`config.mk`:
```
export PLATFORM = sky130hd
export DESIGN_NAME = alm_compare_top
export DESIGN_NICKNAME = d
export VERILOG_FILES = /design/src/rtl/alm_pkg.sv /design/src/rtl/alm_field_cmp.sv /design/src/rtl/alm_match_eval.sv /design/src/rtl/alm_irq_gen.sv /design/src/rtl/alm_compare_top.sv
export SDC_FILE = /design/constraint.sdc
export NUM_CORES = 1
export LEC_CHECK = 0
export BUFFER_PORTS_ARGS = -buffer_cell sky130_fd_sc_hd__buf_2
export CAP_MARGIN = 30
export CELL_PAD_IN_SITES_DETAIL_PLACEMENT = 1
export CELL_PAD_IN_SITES_GLOBAL_PLACEMENT = 2
export CORE_AREA = 2 2 75 77
export CTS_CLUSTER_DIAMETER = 120
export DETAILED_ROUTE_END_ITERATION = 12
export DIE_AREA = 0 0 77 79
export GPL_TIMING_DRIVEN = 0
export PLACE_DENSITY_LB_ADDON = 0.1
export SYNTH_ARGS = -nofsm -noshare
export SYNTH_HDL_FRONTEND = slang
export SYNTH_SLANG_ARGS = --single-unit
export TNS_END_PERCENT = 5
```
`constraint.sdc`:
```
create_clock -name clk -period 1.65 [get_ports clk]
set_input_delay 0.33 -clock clk [delete_from_list [all_inputs] [get_ports clk]]
set_output_delay 0.33 -clock clk [all_outputs]
set_load 0.005 [all_outputs]
```
`src/rtl/alm_pkg.sv`:
```
package alm_pkg;
  localparam int FIELD_W    = 8;
  localparam int NUM_FIELDS = 6;
  localparam int VAL_W      = FIELD_W - 1;
  localparam int BUS_W      = FIELD_W * NUM_FIELDS;

  typedef enum logic {
    IRQ_LEVEL = 1'b0,
    IRQ_PULSE = 1'b1
  } irq_mode_e;
endpackage

```
`src/rtl/alm_field_cmp.sv`:
```
module alm_field_cmp #(
  parameter int FW = 8
) (
  input  logic [FW-1:0] live_val,
  input  logic [FW-1:0] alarm_val,
  output logic          cmp_en,
  output logic          cmp_eq
);
  localparam int VW = FW - 1;

  // top bit of the alarm field arms the comparison, the rest is the value
  assign cmp_en = alarm_val[FW-1];
  assign cmp_eq = (live_val[VW-1:0] == alarm_val[VW-1:0]);
endmodule

```
`src/rtl/alm_match_eval.sv`:
```
module alm_match_eval
  import alm_pkg::*;
#(
  parameter int N  = NUM_FIELDS,
  parameter int FW = FIELD_W
) (
  input  logic [N*FW-1:0] live_bus,
  input  logic [N*FW-1:0] alarm_bus,
  output logic [N-1:0]    en_mask,
  output logic            hit
);
  logic [N-1:0] eq_mask;

  for (genvar g = 0; g < N; g++) begin : g_field
    alm_field_cmp #(.FW(FW)) u_cmp (
      .live_val  (live_bus[g*FW +: FW]),
      .alarm_val (alarm_bus[g*FW +: FW]),
      .cmp_en    (en_mask[g]),
      .cmp_eq    (eq_mask[g])
    );
  end

  // a disabled field counts as satisfied, but at least one must be armed
  assign hit = (|en_mask) && (&(eq_mask | ~en_mask));
endmodule

```
`src/rtl/alm_irq_gen.sv`:
```
module alm_irq_gen
  import alm_pkg::*;
#(
  parameter int PULSE_W = 4
) (
  input  logic clk,
  input  logic rst_n,
  input  logic sec_tick,
  input  logic hit,
  input  logic alm_en,
  input  logic pulse_mode,
  input  logic flag_clr,
  output logic alm_flag,
  output logic alm_irq
);
  localparam int CNT_W = $clog2(PULSE_W + 1);

  irq_mode_e   mode;
  logic        fire;
  logic        load;
  logic [CNT_W-1:0] cnt;

  assign mode = irq_mode_e'(pulse_mode);
  assign fire = sec_tick && hit;
  assign load = fire && alm_en && (mode == IRQ_PULSE);

  always_ff @(posedge clk or negedge rst_n) begin
    if (!rst_n)        alm_flag <= 1'b0;
    else if (fire)     alm_flag <= 1'b1;
    else if (flag_clr) alm_flag <= 1'b0;
  end

  always_ff @(posedge clk or negedge rst_n) begin
    if (!rst_n)          cnt <= '0;
    else if (load)       cnt <= CNT_W'(PULSE_W);
    else if (cnt != '0)  cnt <= cnt - 1'b1;
  end

  always_comb begin
    if (mode == IRQ_PULSE) alm_irq = (cnt != '0);
    else                   alm_irq = alm_flag && alm_en;
  end

  AST_FLAG_SET_ON_FIRE: assert property (@(posedge clk) disable iff (!rst_n)
    fire |=> alm_flag);
  AST_FLAG_STICKY: assert property (@(posedge clk) disable iff (!rst_n)
    (alm_flag && !flag_clr) |=> alm_flag);
  AST_CLEAR_WORKS: assert property (@(posedge clk) disable iff (!rst_n)
    (flag_clr && !fire) |=> !alm_flag);
  AST_NO_SET_WITHOUT_TICK: assert property (@(posedge clk) disable iff (!rst_n)
    (!sec_tick && !alm_flag) |=> !alm_flag);
  AST_PULSE_COUNTDOWN: assert property (@(posedge clk) disable iff (!rst_n)
    ((cnt != '0) && !load) |=> (cnt == CNT_W'($past(cnt) - 1'b1)));
  AST_PULSE_BOUND: assert property (@(posedge clk) disable iff (!rst_n)
    cnt <= CNT_W'(PULSE_W));
endmodule

```
`src/rtl/alm_compare_top.sv`:
```
module alm_compare_top
  import alm_pkg::*;
#(
  parameter int PULSE_W = 4
) (
  input  logic             clk,
  input  logic             rst_n,
  input  logic             sec_tick,
  input  logic [BUS_W-1:0] cur_fields,
  input  logic [BUS_W-1:0] alarm_regs,
  input  logic             alm_en,
  input  logic             pulse_mode,
  input  logic             flag_clr,
  output logic             alm_flag,
  output logic             alm_irq
);
  logic [NUM_FIELDS-1:0] en_mask;
  logic                  hit;

  alm_match_eval #(.N(NUM_FIELDS), .FW(FIELD_W)) u_eval (
    .live_bus  (cur_fields),
    .alarm_bus (alarm_regs),
    .en_mask   (en_mask),
    .hit       (hit)
  );

  alm_irq_gen #(.PULSE_W(PULSE_W)) u_irq (
    .clk        (clk),
    .rst_n      (rst_n),
    .sec_tick   (sec_tick),
    .hit        (hit),
    .alm_en     (alm_en),
    .pulse_mode (pulse_mode),
    .flag_clr   (flag_clr),
    .alm_flag   (alm_flag),
    .alm_irq    (alm_irq)
  );

  AST_NONE_ARMED_NO_HIT: assert property (@(posedge clk) disable iff (!rst_n)
    (en_mask == '0) |-> !hit);
  AST_DISABLED_NO_IRQ: assert property (@(posedge clk) disable iff (!rst_n)
    (!pulse_mode && !alm_en) |-> !alm_irq);
  AST_PULSE_NEEDS_ENABLE: assert property (@(posedge clk) disable iff (!rst_n)
    (pulse_mode && !alm_irq && !(sec_tick && alm_en)) |=> !alm_irq);
endmodule

```
==> reports/results.txt, run 1 <==
Final Wtd Congestion: 0.6920
Clock Tree Buf Depth: 2
residual DRC count: 0
Synth-to-Final Area Change: 93.66%
Total Die Area: 6083 um2
Worst VDD drop: 0.0002046 V
clock sink count: 4
worst skew pair latency: 220 ps
vias: 963
crit path DAT: 1250 ps
status: complete, no violations
crit-path max FO: 4
num rows: 27
wire length per cell: 11.22 um
Yosys cell types: 19
crit-path max cell delay: 380 ps
CTS tree: done
Worst Hold Class: input port to register
worst slew pin tran: 294.7 ps
most frequent cells in the layout: buf_2, xnor2_1, xor2_1
Max Slew Vio Count: 0
Placed Cells: 250
GRT Total Usage: 9.558%
CP Buf/Inv Count: 2
minimum clock period after layout: 1580 ps
die height: 79 um
Pre-antenna DRT Iters: 2
H-tree Lvls: 1
first-pass GRT wire length: 4588 um
Die X: 77 um
FF+latch count, synth: 4
final hold vios: 0
number of global-route vias before repair: 1,075
initial antenna violation count: 0
fin worst setup slack: 69.61 ps
pre-CTS setup slack: -334.1 ps
Finished Layout Cells: 254
Layout Utilization: 25.79%
critical path required time: 1320 ps
Ys Warns: 0
RSZ-0062 raised after global routing: yes
Core Area: 5338 um2
Crit Path Category: register to primary output
max_cap viols: 0
final setup violation count: 0
Max stage delay cell, worst path: dfrtp_1
total power: 0.8462 mW
largest net degree at the start of global routing: 5
hpwl dp: 2669 um
I/O pin count: 104
diode count: 0
Congestion Overflow GR: 0
ANT nets after route: 0
Rel. slew slack: 80.10%
dominant cell type by area after synthesis: xnor2_1
Cell Area, Synth: 710.7 um2
fraction of layout instances using a drive strength above 1: 58.79%
Initial Util: 13.31%
Clock transition at path regs: 30 ps
Cells after Synth: 81
FILL cells: 680
Worst setup EP type: primary output
CP Launch Type: register
Avg Inst Size Synth: 8.774 um2
share of the synthesized area in the top cell type: 30.81%
DR iter-0 viols: 15
Setup Buffers After CTS: 0
CP delay by family, top: flip-flops
Nets: 288
CTS buffer count: 3
most common cell after layout, fill and taps aside: buf_2
syn nets: 185
final setup skew: 2.774 ps
synth top area cells: xnor2_1, xor2_1, dfrtp_1, nand4_1, o41ai_1
fin crit share: 95.78%
drt total wl: 2850 um
register area share after synthesis: 14.08%
Pwr per Cell Area: 614.8 nW/um2
Max Freq: 632.8 MHz
Lkg Pwr: 0.6753 nW
DR vias/cell: 3.791
crit-path cells: inv_1, ha_2, nand2b_4, nand2_1, o21ai_0, buf_2
port bufs: 97
clock root cell: clkbuf_8
-- routing by layer --
metal / up-vias / wire [um] / GRT usage (%)
met4: 0 / 46 / 4.286
met3: 4 / 319 / 3.636
met1: 409 / 1051 / 10.12
met2: 59 / 1432 / 16.93
li1: 491 / - / -
met5: - / 0 / 0
-- stage by stage --
stage	TNS [ps]	area, um2	hold slack (ps)
finish	0	1376	295.4
global route	-16.62	1376	296.1
global placement	-984.1	1286	141.9
CTS	0	1354	294.1
floorplan	0	710.7	34.41
detailed placement	-1025	1286	144.2
-- state kept, by name, summed over array words and instances, names as in the netlist --
register and count:
u_irq.cnt 3, u_irq.alm_flag 1
-- area by class of cell --
type,instances,area [um2],share of cell area [%]
clock buffer,3,41.29,3.000
sequential,4,100.1,7.273
multi-input combinational,74,638.1,46.36
timing repair buffer,98,495.5,36.00
tap,72,90.09,6.545
inverter,3,11.26,0.8182
-- where the power goes --
group / total [mW] / leakage (nW) / switching (mW) / internal [mW]
combinational: 0.473 / 0.604 / 0.202 / 0.271
sequential: 0.164 / 0.0494 / 0.0243 / 0.140
clock: 0.209 / 0.0216 / 0.0532 / 0.156
-- what timing repair did --
action,4_1_cts,5_1_grt
pin swaps,2,2
hold buffers,1,0
cloned,0,0
resized for setup,2,4
endpoints found under the hold margin,4,0
setup endpoints to repair,3,4
-- synthesized netlist by cell type --
cell type,n
inv_1,3
nand4_1,7
o32ai_1,1
o31a_1,1
xnor2_1,25
o41ai_1,5
or4_1,1
nor2b_1,1
nor2_1,3
ha_1,2
nand2b_1,1
o41a_2,1
nor4_2,1
dfrtp_1,4
nand2_1,4
xor2_1,18
a211o_1,1
a211oi_1,1
o21ai_0,1
-- cell families (layout without fill, tap and decap cells) --
kind of cell	after synthesis	in the layout	synth area share [%]
XOR/XNOR	43	43	52.99
flip-flops	4	4	14.09
AND/OR/NAND/NOR	18	18	14.44
adder cells (fa/ha/maj)	2	2	3.521
AO/OA/AOI/OAI	11	11	13.38
buffers and inverters	3	104	1.584
-- worst reg2reg max path, stage by stage (launching register included) --
cell and delay, ps:
dfrtp_1 380, inv_1 90, ha_2 220, nor2_1 60, a211o_1 280
-- path summary, 6_finish.rpt --
| path | cells past startpoint | slack (ps) | from | endpoint |
|---|---|---|---|---|
| worst min-delay path | 2 | 300 | flag_clr | u_irq.alm_flag |
| min in group asynchronous | 2 | 450 | rst_n | u_irq.cnt[1] |
| max in group asynchronous | 2 | 1080 | rst_n | u_irq.cnt[0] |
| worst max-delay path | 6 | 70 | u_irq.cnt[0] | alm_irq |
| worst max register to register | 4 | 500 | u_irq.cnt[0] | u_irq.cnt[2] |
| worst min register to register | 2 | 560 | u_irq.cnt[0] | u_irq.cnt[0] |
Power figures use the tool's default switching activity.
==> inputs of run 2 (changes only) <==
CORE_AREA = 2 2 84 86   (was 2 2 75 77)
DIE_AREA = 0 0 86 88   (was 0 0 77 79)
SLEW_MARGIN = 0   (was unset)
clock period = 1.4 ns   (was 1.65 ns; I/O delays follow)
==> run 2 against run 1 <==
Against the previous run:
- the run now ends with negative setup slack left
- critical path type is now input port to register
- critical endpoint is now u_irq.cnt[2]
- non-clock buffer count grew 1
- core utilization shrank 4.2 points
- register-to-register slack worse by 160 ps
- hold slack got worse by 55 ps
- design area is 4.0% higher
- largest power group unchanged
==> reports/results.txt, run 2 (synthesized netlist as in run 1, its figures left out) <==
Max Slew Vio Count: 0 (unchanged)
Initial Util: 10.70% (-2.6 points)
Die X: 86 um (+12%)
Nets: 289 (+0.35%)
H-tree Lvls: 1 (unchanged)
critical path required time: 1500 ps (+180 ps)
FF-to-FF path depth: 4 (unchanged)
DR iter-0 viols: 2 (-13)
residual DRC count: 0 (unchanged)
clock sink count: 4 (unchanged)
Worst VDD drop: 0.0005563 V (+170%)
CTS buffer count: 3 (unchanged)
fin worst setup slack: -97.32 ps (-166.9 ps)
RSZ-0062 raised after global routing: yes
worst slew pin tran: 301.0 ps (+6.287 ps)
max reg flops: 3 (unchanged)
num rows: 30 (+11%)
Pwr per Cell Area: 715.7 nW/um2 (+16%)
Crit Path Category: input port to register
Clock Tree Buf Depth: 2 (unchanged)
Total Die Area: 7568 um2 (+24%)
Largest Register: u_irq.cnt
diode count: 0 (unchanged)
hpwl dp: 2973 um (+11%)
Layout Utilization: 21.54% (-4.2 points)
fraction of layout instances using a drive strength above 1: 61.75% (+3.0 points)
Lkg Pwr: 0.6933 nW (+2.7%)
crit path DAT: 1600 ps (+350 ps)
vias: 1,003 (+4.2%)
number of global-route vias before repair: 1,125 (+4.7%)
crit-path cells: buf_6, or4_4, o31a_1, nand4_1, nor4_4, a211o_1
final setup skew: 1.808 ps (-0.9656 ps)
Max Freq: 667.9 MHz
dpl cell area: 1296 um2 (+0.78%)
violated checks: negative setup slack
most frequent cells in the layout: buf_2, xnor2_1, xor2_1
minimum clock period after layout: 1497 ps
die height: 88 um (+11%)
Synth-to-Final Area Change: 101.4%
I/O pin count: 104 (unchanged)
first-pass GRT wire length: 4685 um (+2.1%)
GRT Total Usage: 7.882% (-1.7 points)
status: finished, violations left
top flop regs: u_irq.cnt (3), u_irq.alm_flag (1)
Clock transition at path regs: 30 ps (about the same)
Pre-antenna DRT Iters: 2 (unchanged)
Hold WS: 240.1 ps (-55.30 ps)
crit-path max FO: 3 (-1)
max_cap viols: 0 (unchanged)
wire length per cell: 12.21 um (+8.8%)
worst skew pair latency: 220 ps (about the same)
Max stage delay cell, worst path: or4_4
DR vias/cell: 3.814 (+0.59%)
Worst Hold Class: input port to register
most common cell after layout, fill and taps aside: buf_2
ANT nets after route: 0 (unchanged)
largest net degree at the start of global routing: 5 (unchanged)
hold depth: 2 (unchanged)
CP Launch Type: input port
fin crit share: 107.0%
FILL cells: 804 (+18%)
drt total wl: 3212 um (+13%)
Rel. slew slack: 79.72% (-0.38 points)
crit-path max cell delay: 520 ps (+140 ps)
port bufs: 97 (unchanged)
Worst setup EP type: register
Final Wtd Congestion: 0.7380 (+6.6%)
CTS tree: done
Congestion Overflow GR: 0 (unchanged)
initial antenna violation count: 0 (unchanged)
clock root cell: clkbuf_8
final hold vios: 0 (unchanged)
Finished Cell Area: 1431 um2 (+4.0%)
pre-CTS setup slack: -493.5 ps (-159.3 ps)
Core Area: 6644 um2 (+24%)
final setup violation count: 5 (+5)
==> run 2: path summary, 6_finish.rpt <==
check,from,endpoint,slack [ps]
hold reg to reg,u_irq.alm_flag,u_irq.alm_flag,570
setup / recovery,alarm_regs[31],u_irq.cnt[2],-100
setup reg to reg,u_irq.cnt[1],u_irq.cnt[2],340
min in group asynchronous,rst_n,u_irq.cnt[1],410
max in group asynchronous,rst_n,u_irq.cnt[0],860
hold / removal,flag_clr,u_irq.alm_flag,240
==> run 2: area by class of cell <==
type | count | area, um2 | share of cell area [%]
flip-flops and latches | 4 | 100.1 | 6.993
multi-input cells | 74 | 669.4 | 46.77
well taps | 80 | 100.1 | 6.993
clock buffers | 3 | 41.29 | 2.885
repair buffers | 99 | 509.2 | 35.58
inverters | 3 | 11.26 | 0.7867
==> run 2: where the power goes <==
group | internal, mW | switching [mW] | leakage [nW]
logic | 0.328 | 0.251 | 0.622
clock network | 0.184 | 0.0619 | 0.0216
registers | 0.165 | 0.0344 | 0.0494
total | 0.677 | 0.348 | 0.693
==> run 2: metrics by stage <==
stage	total power [mW]	cells	setup TNS, ps
2_1_floorplan	0.4655	81	-195.4
4_1_cts	1.044	262	-474.1
5_1_grt	1.120	263	-773.0
3_3_place_gp	0.6717	258	-1698
3_5_place_dp	0.6987	258	-1785
6_report	1.024	263	-239.1
==> run 2: timing repair <==
action	CTS	global route
setup endpoints to repair	5	5
resized for setup	10	4
setup buffers	0	1
pin swaps	5	3
hold endpoints to repair	4	0
hold buffers	1	0
==> run 2: critical path, delay by kind of cell <==
family,cells,cell delay (ps)
AO/OA/AOI/OAI,2,470
buffers and inverters,1,100
AND/OR/NAND/NOR,3,750
==> run 2: per-layer routing <==
layer	up-vias	global-route usage, %	wire length [um]
li1	492	-	-
met1	451	7.559	1077
met2	60	16.56	1813
met3	0	2.828	321
met4	0	0.4329	0
met5	-	0	0
